===== config.mk =====
export PLATFORM = sky130hd
export DESIGN_NAME = gpio_port
export DESIGN_NICKNAME = d
export VERILOG_FILES = /design/src/rtl/gpio_port_pkg.sv /design/src/rtl/gpio_port_sync.sv /design/src/rtl/gpio_port_regs.sv /design/src/rtl/gpio_port_pad.sv /design/src/rtl/gpio_port.sv
export SDC_FILE = /design/constraint.sdc
export NUM_CORES = 1
export LEC_CHECK = 0
export ABC_CLOCK_PERIOD_IN_PS = 1100
export BUFFER_PORTS_ARGS = -buffer_cell sky130_fd_sc_hd__buf_4
export CAP_MARGIN = 5
export CORE_MARGIN = 2
export CORE_UTILIZATION = 44
export CTS_BUF_LIST = sky130_fd_sc_hd__clkbuf_16
export CTS_CLUSTER_DIAMETER = 30
export DETAILED_ROUTE_END_ITERATION = 8
export GPL_TIMING_DRIVEN = 1
export MAX_ROUTING_LAYER = met4
export PLACE_DENSITY = 0.76
export SLEW_MARGIN = 20
export SYNTH_ARGS = -nofsm -noshare
export SYNTH_HDL_FRONTEND = slang
export SYNTH_SLANG_ARGS = --single-unit

===== constraint.sdc =====
create_clock -name clk -period 1.1 [get_ports clk]
set_clock_uncertainty 0.2 [all_clocks]
set_input_delay 0.11 -clock clk [delete_from_list [all_inputs] [get_ports clk]]
set_output_delay 0.11 -clock clk [all_outputs]
set_load 0.02 [all_outputs]

===== src/rtl/gpio_port_pkg.sv =====
package gpio_port_pkg;
    localparam int PORT_W = 8;
    localparam int ADDR_W = 3;

    typedef enum logic [ADDR_W-1:0] {
        SEL_PIN    = 3'd0,
        SEL_LATCH  = 3'd1,
        SEL_DIR    = 3'd2,
        SEL_ANALOG = 3'd3,
        SEL_PULL   = 3'd4
    } reg_sel_e;

    typedef struct packed {
        logic [PORT_W-1:0] dir;
        logic [PORT_W-1:0] latch;
        logic [PORT_W-1:0] analog;
        logic [PORT_W-1:0] pull;
    } port_cfg_t;

    localparam port_cfg_t CFG_RESET = '{
        dir:    {PORT_W{1'b1}},
        latch:  {PORT_W{1'b0}},
        analog: {PORT_W{1'b1}},
        pull:   {PORT_W{1'b0}}
    };

    function automatic logic addr_hits_latch(input logic [ADDR_W-1:0] a);
        return (a == SEL_PIN) || (a == SEL_LATCH);
    endfunction
endpackage


===== src/rtl/gpio_port_sync.sv =====
module gpio_port_sync #(
    parameter int WIDTH  = 8,
    parameter int STAGES = 2
) (
    input  logic             clk,
    input  logic             rst,
    input  logic [WIDTH-1:0] d,
    output logic [WIDTH-1:0] q
);
    logic [WIDTH-1:0] stage_q [STAGES];

    always_ff @(posedge clk) begin
        if (rst) stage_q[0] <= '0;
        else     stage_q[0] <= d;
    end

    for (genvar s = 1; s < STAGES; s++) begin : g_stage
        always_ff @(posedge clk) begin
            if (rst) stage_q[s] <= '0;
            else     stage_q[s] <= stage_q[s-1];
        end
    end

    assign q = stage_q[STAGES-1];
endmodule


===== src/rtl/gpio_port_regs.sv =====
module gpio_port_regs
    import gpio_port_pkg::*;
(
    input  logic              clk,
    input  logic              rst,
    input  logic [ADDR_W-1:0] bus_addr,
    input  logic              bus_we,
    input  logic [PORT_W-1:0] bus_wdata,
    input  logic [PORT_W-1:0] pin_sync,
    output logic [PORT_W-1:0] bus_rdata,
    output port_cfg_t         cfg
);
    port_cfg_t cfg_q;

    always_ff @(posedge clk) begin
        if (rst) begin
            cfg_q <= CFG_RESET;
        end else if (bus_we) begin
            if (addr_hits_latch(bus_addr)) cfg_q.latch  <= bus_wdata;
            if (bus_addr == SEL_DIR)       cfg_q.dir    <= bus_wdata;
            if (bus_addr == SEL_ANALOG)    cfg_q.analog <= bus_wdata;
            if (bus_addr == SEL_PULL)      cfg_q.pull   <= bus_wdata;
        end
    end

    always_comb begin
        case (bus_addr)
            SEL_PIN:    bus_rdata = pin_sync & ~cfg_q.analog;
            SEL_LATCH:  bus_rdata = cfg_q.latch;
            SEL_DIR:    bus_rdata = cfg_q.dir;
            SEL_ANALOG: bus_rdata = cfg_q.analog;
            SEL_PULL:   bus_rdata = cfg_q.pull;
            default:    bus_rdata = '0;
        endcase
    end

    assign cfg = cfg_q;
endmodule


===== src/rtl/gpio_port_pad.sv =====
module gpio_port_pad #(
    parameter int WIDTH = 8
) (
    input  logic [WIDTH-1:0] dir,
    input  logic [WIDTH-1:0] latch,
    input  logic [WIDTH-1:0] periph_en,
    input  logic [WIDTH-1:0] periph_out,
    input  logic [WIDTH-1:0] periph_oe,
    output logic [WIDTH-1:0] pad_out,
    output logic [WIDTH-1:0] pad_oe
);
    for (genvar i = 0; i < WIDTH; i++) begin : g_bit
        always_comb begin
            if (periph_en[i]) begin
                pad_out[i] = periph_out[i];
                pad_oe[i]  = periph_oe[i];
            end else begin
                pad_out[i] = latch[i];
                pad_oe[i]  = ~dir[i];
            end
        end
    end
endmodule


===== src/rtl/gpio_port.sv =====
module gpio_port
    import gpio_port_pkg::*;
#(
    parameter int SYNC_STAGES = 2
) (
    input  logic              clk,
    input  logic              rst,
    input  logic [ADDR_W-1:0] bus_addr,
    input  logic              bus_we,
    input  logic [PORT_W-1:0] bus_wdata,
    output logic [PORT_W-1:0] bus_rdata,
    input  logic [PORT_W-1:0] pad_in,
    output logic [PORT_W-1:0] pad_out,
    output logic [PORT_W-1:0] pad_oe,
    input  logic [PORT_W-1:0] periph_en,
    input  logic [PORT_W-1:0] periph_out,
    input  logic [PORT_W-1:0] periph_oe,
    output logic [PORT_W-1:0] pull_en,
    output logic [PORT_W-1:0] din_disable
);
    port_cfg_t         cfg;
    logic [PORT_W-1:0] pin_sync;

    gpio_port_sync #(.WIDTH(PORT_W), .STAGES(SYNC_STAGES)) u_sync (
        .clk (clk),
        .rst (rst),
        .d   (pad_in),
        .q   (pin_sync)
    );

    gpio_port_regs u_regs (
        .clk       (clk),
        .rst       (rst),
        .bus_addr  (bus_addr),
        .bus_we    (bus_we),
        .bus_wdata (bus_wdata),
        .pin_sync  (pin_sync),
        .bus_rdata (bus_rdata),
        .cfg       (cfg)
    );

    gpio_port_pad #(.WIDTH(PORT_W)) u_pad (
        .dir        (cfg.dir),
        .latch      (cfg.latch),
        .periph_en  (periph_en),
        .periph_out (periph_out),
        .periph_oe  (periph_oe),
        .pad_out    (pad_out),
        .pad_oe     (pad_oe)
    );

    assign pull_en     = cfg.pull;
    assign din_disable = cfg.analog;
endmodule


; Word level (Yosys, flattened, before mapping)
; Memories as Yosys holds them, arrays and structs flattened.
; Index checks and enable logic that the tools add are counted.
[totals]
ff_bits = 32
latchBits = 0
ram_bits = 16
rom_bits = 0
input_bits = 46
n_memories = 1
[op_classes]
addsub = 0
multipliers = 0
n_div = 0
order_cmp = 0
n_eq_ne = 4
shifts = 0
muxes = 22
n_bitwise = 12
n_reduce_logical = 6
[mem_list]
columns = memory, words, word_bits, rd, rd_ports_with_merged_regs, wr, line
row1 = u_sync.stage_q, 2, 8, 2, 0, 2, gpio_port_sync.sv:10  ; logic [WIDTH-1:0] stage_q [STAGES];
[ops]
columns = op, count
row1 = $pmux 8 s5, 1
row2 = $mux 1, 19
row3 = $mux 8, 2
row4 = $and 8x8->8, 1
row5 = $not 1->1, 8
row6 = $not 8->8, 1
row7 = $reduce_and 2->1, 4
row8 = $eq 3x2->1 const B, 2
row9 = $eq 3x1->1 const B, 1
row10 = $eq 3x3->1 const B, 1
row11 = $logic_not 3->1, 1
row12 = $or 1x1->1, 2
row13 = $logic_or 1x1->1, 1

; Longest topological paths before layout
[logic_depth]
ltp_word = 3
depth_mapped = 5
mapped_depth_nobuf = 3

; Modules after synthesis
; From an unflattened synthesis, not the netlist that was laid out.
[unflattened]
hier_cells = 223
hier_area_um2 = 2152.1
[by_module_without_submodules]
columns = module, instances, cells_each, area_each_um2, seq_area_each_um2
row1 = gpio_port_regs, 1, 166, 1497.7, 640.6
row2 = gpio_port_sync, 1, 33, 464.2, 320.3
row3 = gpio_port_pad, 1, 24, 190.2, 0.0

; Worst setup path before layout
; OpenSTA, ideal clock, no wires.
[synth_path]
path_kind = in2out
start = in bus_addr[1]
end = out bus_rdata[0]
arrival_ps = 1159
required_ps = 790
path_slack_ps = -369
cell_stages = 5
cell_sequence = buf_4 buf_2 nor2b_1 a22oi_1 o22ai_1
[synth_via]
elab_chain_cells = 2
word_cells_on_any_way = 6
classes_between = eq/ne (4) / mux (1) / reduce/logical (1)
[synth_lines]
columns = item, line
row1 = start: declaration, gpio_port.sv:8  ; input logic [ADDR_W-1:0] bus_addr,
row2 = "$eq 3x3->1, or another cell as far along", gpio_port_regs.sv:27  ; case (bus_addr)
row3 = $pmux 8 s5 *, gpio_port_regs.sv:27
row4 = end: declaration, gpio_port.sv:11  ; output logic [PORT_W-1:0] bus_rdata,
; Mark *: on every way between the ends. The rest lies on a longest branch, timed or not.

; Worst setup path in the final report
[layout_path]
start = reg u_regs.cfg_q (netlist bit u_regs.cfg[12])
end = out bus_rdata[4]
[layout_via]
elab_chain_cells = 3
[layout_lines]
columns = item, line
row1 = start: declaration, gpio_port_regs.sv:13  ; port_cfg_t cfg_q;
row2 = $not 8->8, gpio_port_regs.sv:28  ; SEL_PIN: bus_rdata = pin_sync & ~cfg_q.analog;
row3 = $and 8x8->8, gpio_port_regs.sv:28
row4 = $pmux 8 s5 *, gpio_port_regs.sv:27
; Marks and branches as above.

==> impl_metrics.ini <==
[outcome]
status = finished with violations
violations = hold timing, setup timing

[placed_design]
pre_cts_ws_ps = -380.6
numPortBuffers = 85
routabilityCongestion = 0.8053
placed_area_um2 = 3322
dp_cells = 404
hpwl_um = 4376

[floorplanning]
core-area_um2 = 5042
rows = 26
dieArea_um2 = 5746
initial_core_util_pct = 44.99
fp.dieW_um = 75.80
io_pins = 86
die_h_um = 75.80

[critical_path]
path_max_fanout = 4
critical_path_class = reg2out
arrival_ps = 1330
cp_data_required_time_ps = 790
crit_path_end_kind = primary output
start_kind = flop

[cts]
clock_path_buffers = 2
cts_buffers = 5
worstSkewPairLatency_ps = 290
clk_pin_slew_ps = 60
cts_tree = done
htreeDepth = 2
clock_sinks = 48
cts_root_buffer = clkbuf_16

[timing]
fin_ws_ps = -536.2
final-setup-viol-count = 62
final_max_slew_viol_count = 0
finalCritPeriodShare_pct = 148.7
maxSlewHeadroom_pct = 65.80
hold_ws_ps = -132.9
rsz0062_at_grt = true
fmax_ghz = 0.6112
min_period_ps = 1636
worst_slew_pin_slew_ps = 512.9
hold_viol_final = 4
tns_ps = -10860

[final_layout]
final_common_cell = buf_4
area_growth_pct = 86.98
fin_cells = 439
final_cell_mix = 70 x buf_4, 63 x buf_6, 28 x dfxtp_2
final_cell_area_um2 = 4242
fillers = 255
diodes = 0
final_nets = 415
drive_gt1_share_pct = 66.67

[worst_hold_path]
hp-class = in2reg

[logic_synthesis]
synth_seq_area_share_pct = 42.36
ys_warn_count = 0
synth_cells = 233
synth.avg_cell_area_um2 = 9.736
synth_nets = 279
netlist_area_um2 = 2268
synth-seq-cells = 48
ys_types = 27

[detailed_routing]
m1WireLength_um = 3299
drt_iter0_drc = 162
wl_met2_um = 4571
vias_per_cell = 5.417
met3_length_um = 474
ant_nets = 0
route.detailed.drc = 0
vias = 2378
wire_per_inst_um = 19.68
highest_layer = met4
drt-total-wl_um = 8639
first_pass_iters = 4

[global_route]
grt_pass1_vias = 2244
track_usage_pct = 27.72
grt_overflow_total = 0
grt_max_degree = 49
grt_pass1_wl_um = 11340
antenna_found_initial = 0

[power]
leakagePower_nw = 1.790
power_density_nw_per_um2 = 1054
peakVddDrop_mv = 0.7167

[run]
drv_cap = 0
-- flip-flops by register name (all words and copies together) (netlist names) --
register	cells
u_sync.stage_q	16
u_regs.cfg	32
-- worst paths after layout --
check	slack, ps	startpoint	cells after the start	endpoint
worst max-delay path	-540	u_regs.cfg[12]$_SDFFE_PP1P_	4	bus_rdata[4]
worst min-delay path	-130	bus_wdata[4]	2	u_regs.cfg[12]$_SDFFE_PP1P_
worst max register to register	-170	u_regs.cfg[11]$_SDFFE_PP1P_	4	u_regs.cfg[11]$_SDFFE_PP1P_
worst min register to register	240	u_sync.stage_q[0][2]$_SDFF_PP0_	1	u_sync.stage_q[1][2]$_SDFF_PP0_
-- synthesized netlist by cell type --
cell type,instances,area (um2)
mux2_2,14,157.7
nor4b_1,6,52.55
nand2_1,11,41.29
mux2i_1,18,180.2
and4bb_4,1,16.27
nor2b_1,25,156.4
buf_6,1,11.26
a211o_1,16,140.1
a21oi_1,6,30.03
buf_2,5,25.02
or2_2,1,6.260
and2_1,8,50.05
nand2b_1,1,6.260
o22ai_1,6,37.54
nor2_1,18,67.56
and4bb_2,1,12.51
nor2_2,1,6.260
and2b_1,1,7.510
o221ai_1,2,17.52
nand4b_1,1,8.760
buf_1,1,3.750
dfxtp_1,48,960.9
clkbuf_1,4,15.01
a22oi_1,8,60.06
o21ai_0,8,40.04
nor3b_1,2,15.01
buf_4,19,142.6
-- where the power goes --
part | internal, W | switching (W) | leakage [nW]
logic | 0.000655 | 0.000499 | 1.32
clock network | 0.000818 | 0.000644 | 0.0709
registers | 0.00180 | 0.0000515 | 0.396
-- layout make-up --
type                       instances  area, um2  share of cell area (%)
tap                               70      87.58                   2.065
clock buffer                       5      125.1                   2.950
clock inverter                     2      8.758                  0.2065
timing repair buffer             158       1568                   36.96
sequential                        48       1015                   23.92
multi-input combinational        156       1438                   33.89
-- kinds of logic (layout without fill, tap and decap cells) --
| group | Yosys count | count (layout) | synth area share, % |
|---|---|---|---|
| and+or+nand+nor | 77 | 78 | 19.69 |
| DFF | 48 | 48 | 42.36 |
| buffers and inverters | 30 | 165 | 8.714 |
| AOI/OAI and AO/OA | 46 | 46 | 14.34 |
| muxes | 32 | 32 | 14.89 |
-- critical path, cell delays in order (launching register included) --
cell,delay (ps)
dfxtp_4,360
mux2_4,270
a21oi_2,170
o22ai_2,100
buf_6,140
-- per-layer routing --
layer | up-vias | GRT usage, %
li1 | 1084 | -
met1 | 1166 | 33.12
met2 | 105 | 46.36
met3 | 23 | 5.026
met4 | 0 | 10.33
met5 | - | -
-- what timing repair did --
action                                  4_1_cts  5_1_grt
pin swaps                                    31        6
hold buffers                                 16        1
buffers inserted                              1       17
endpoints found under the setup margin       61       68
hold endpoints to repair                     40        8
cloned                                        1        1
resized for setup                           122       46
-- metrics by stage --
stage	total power, W	utilization [%]
2_1_floorplan	0.002336	-
3_3_place_gp	0.002710	65.88
3_5_place_dp	0.002727	65.88
4_1_cts	0.004323	79.40
5_1_grt	0.004603	84.12
6_report	0.004471	84.12
(Power assumes the default switching activity.)
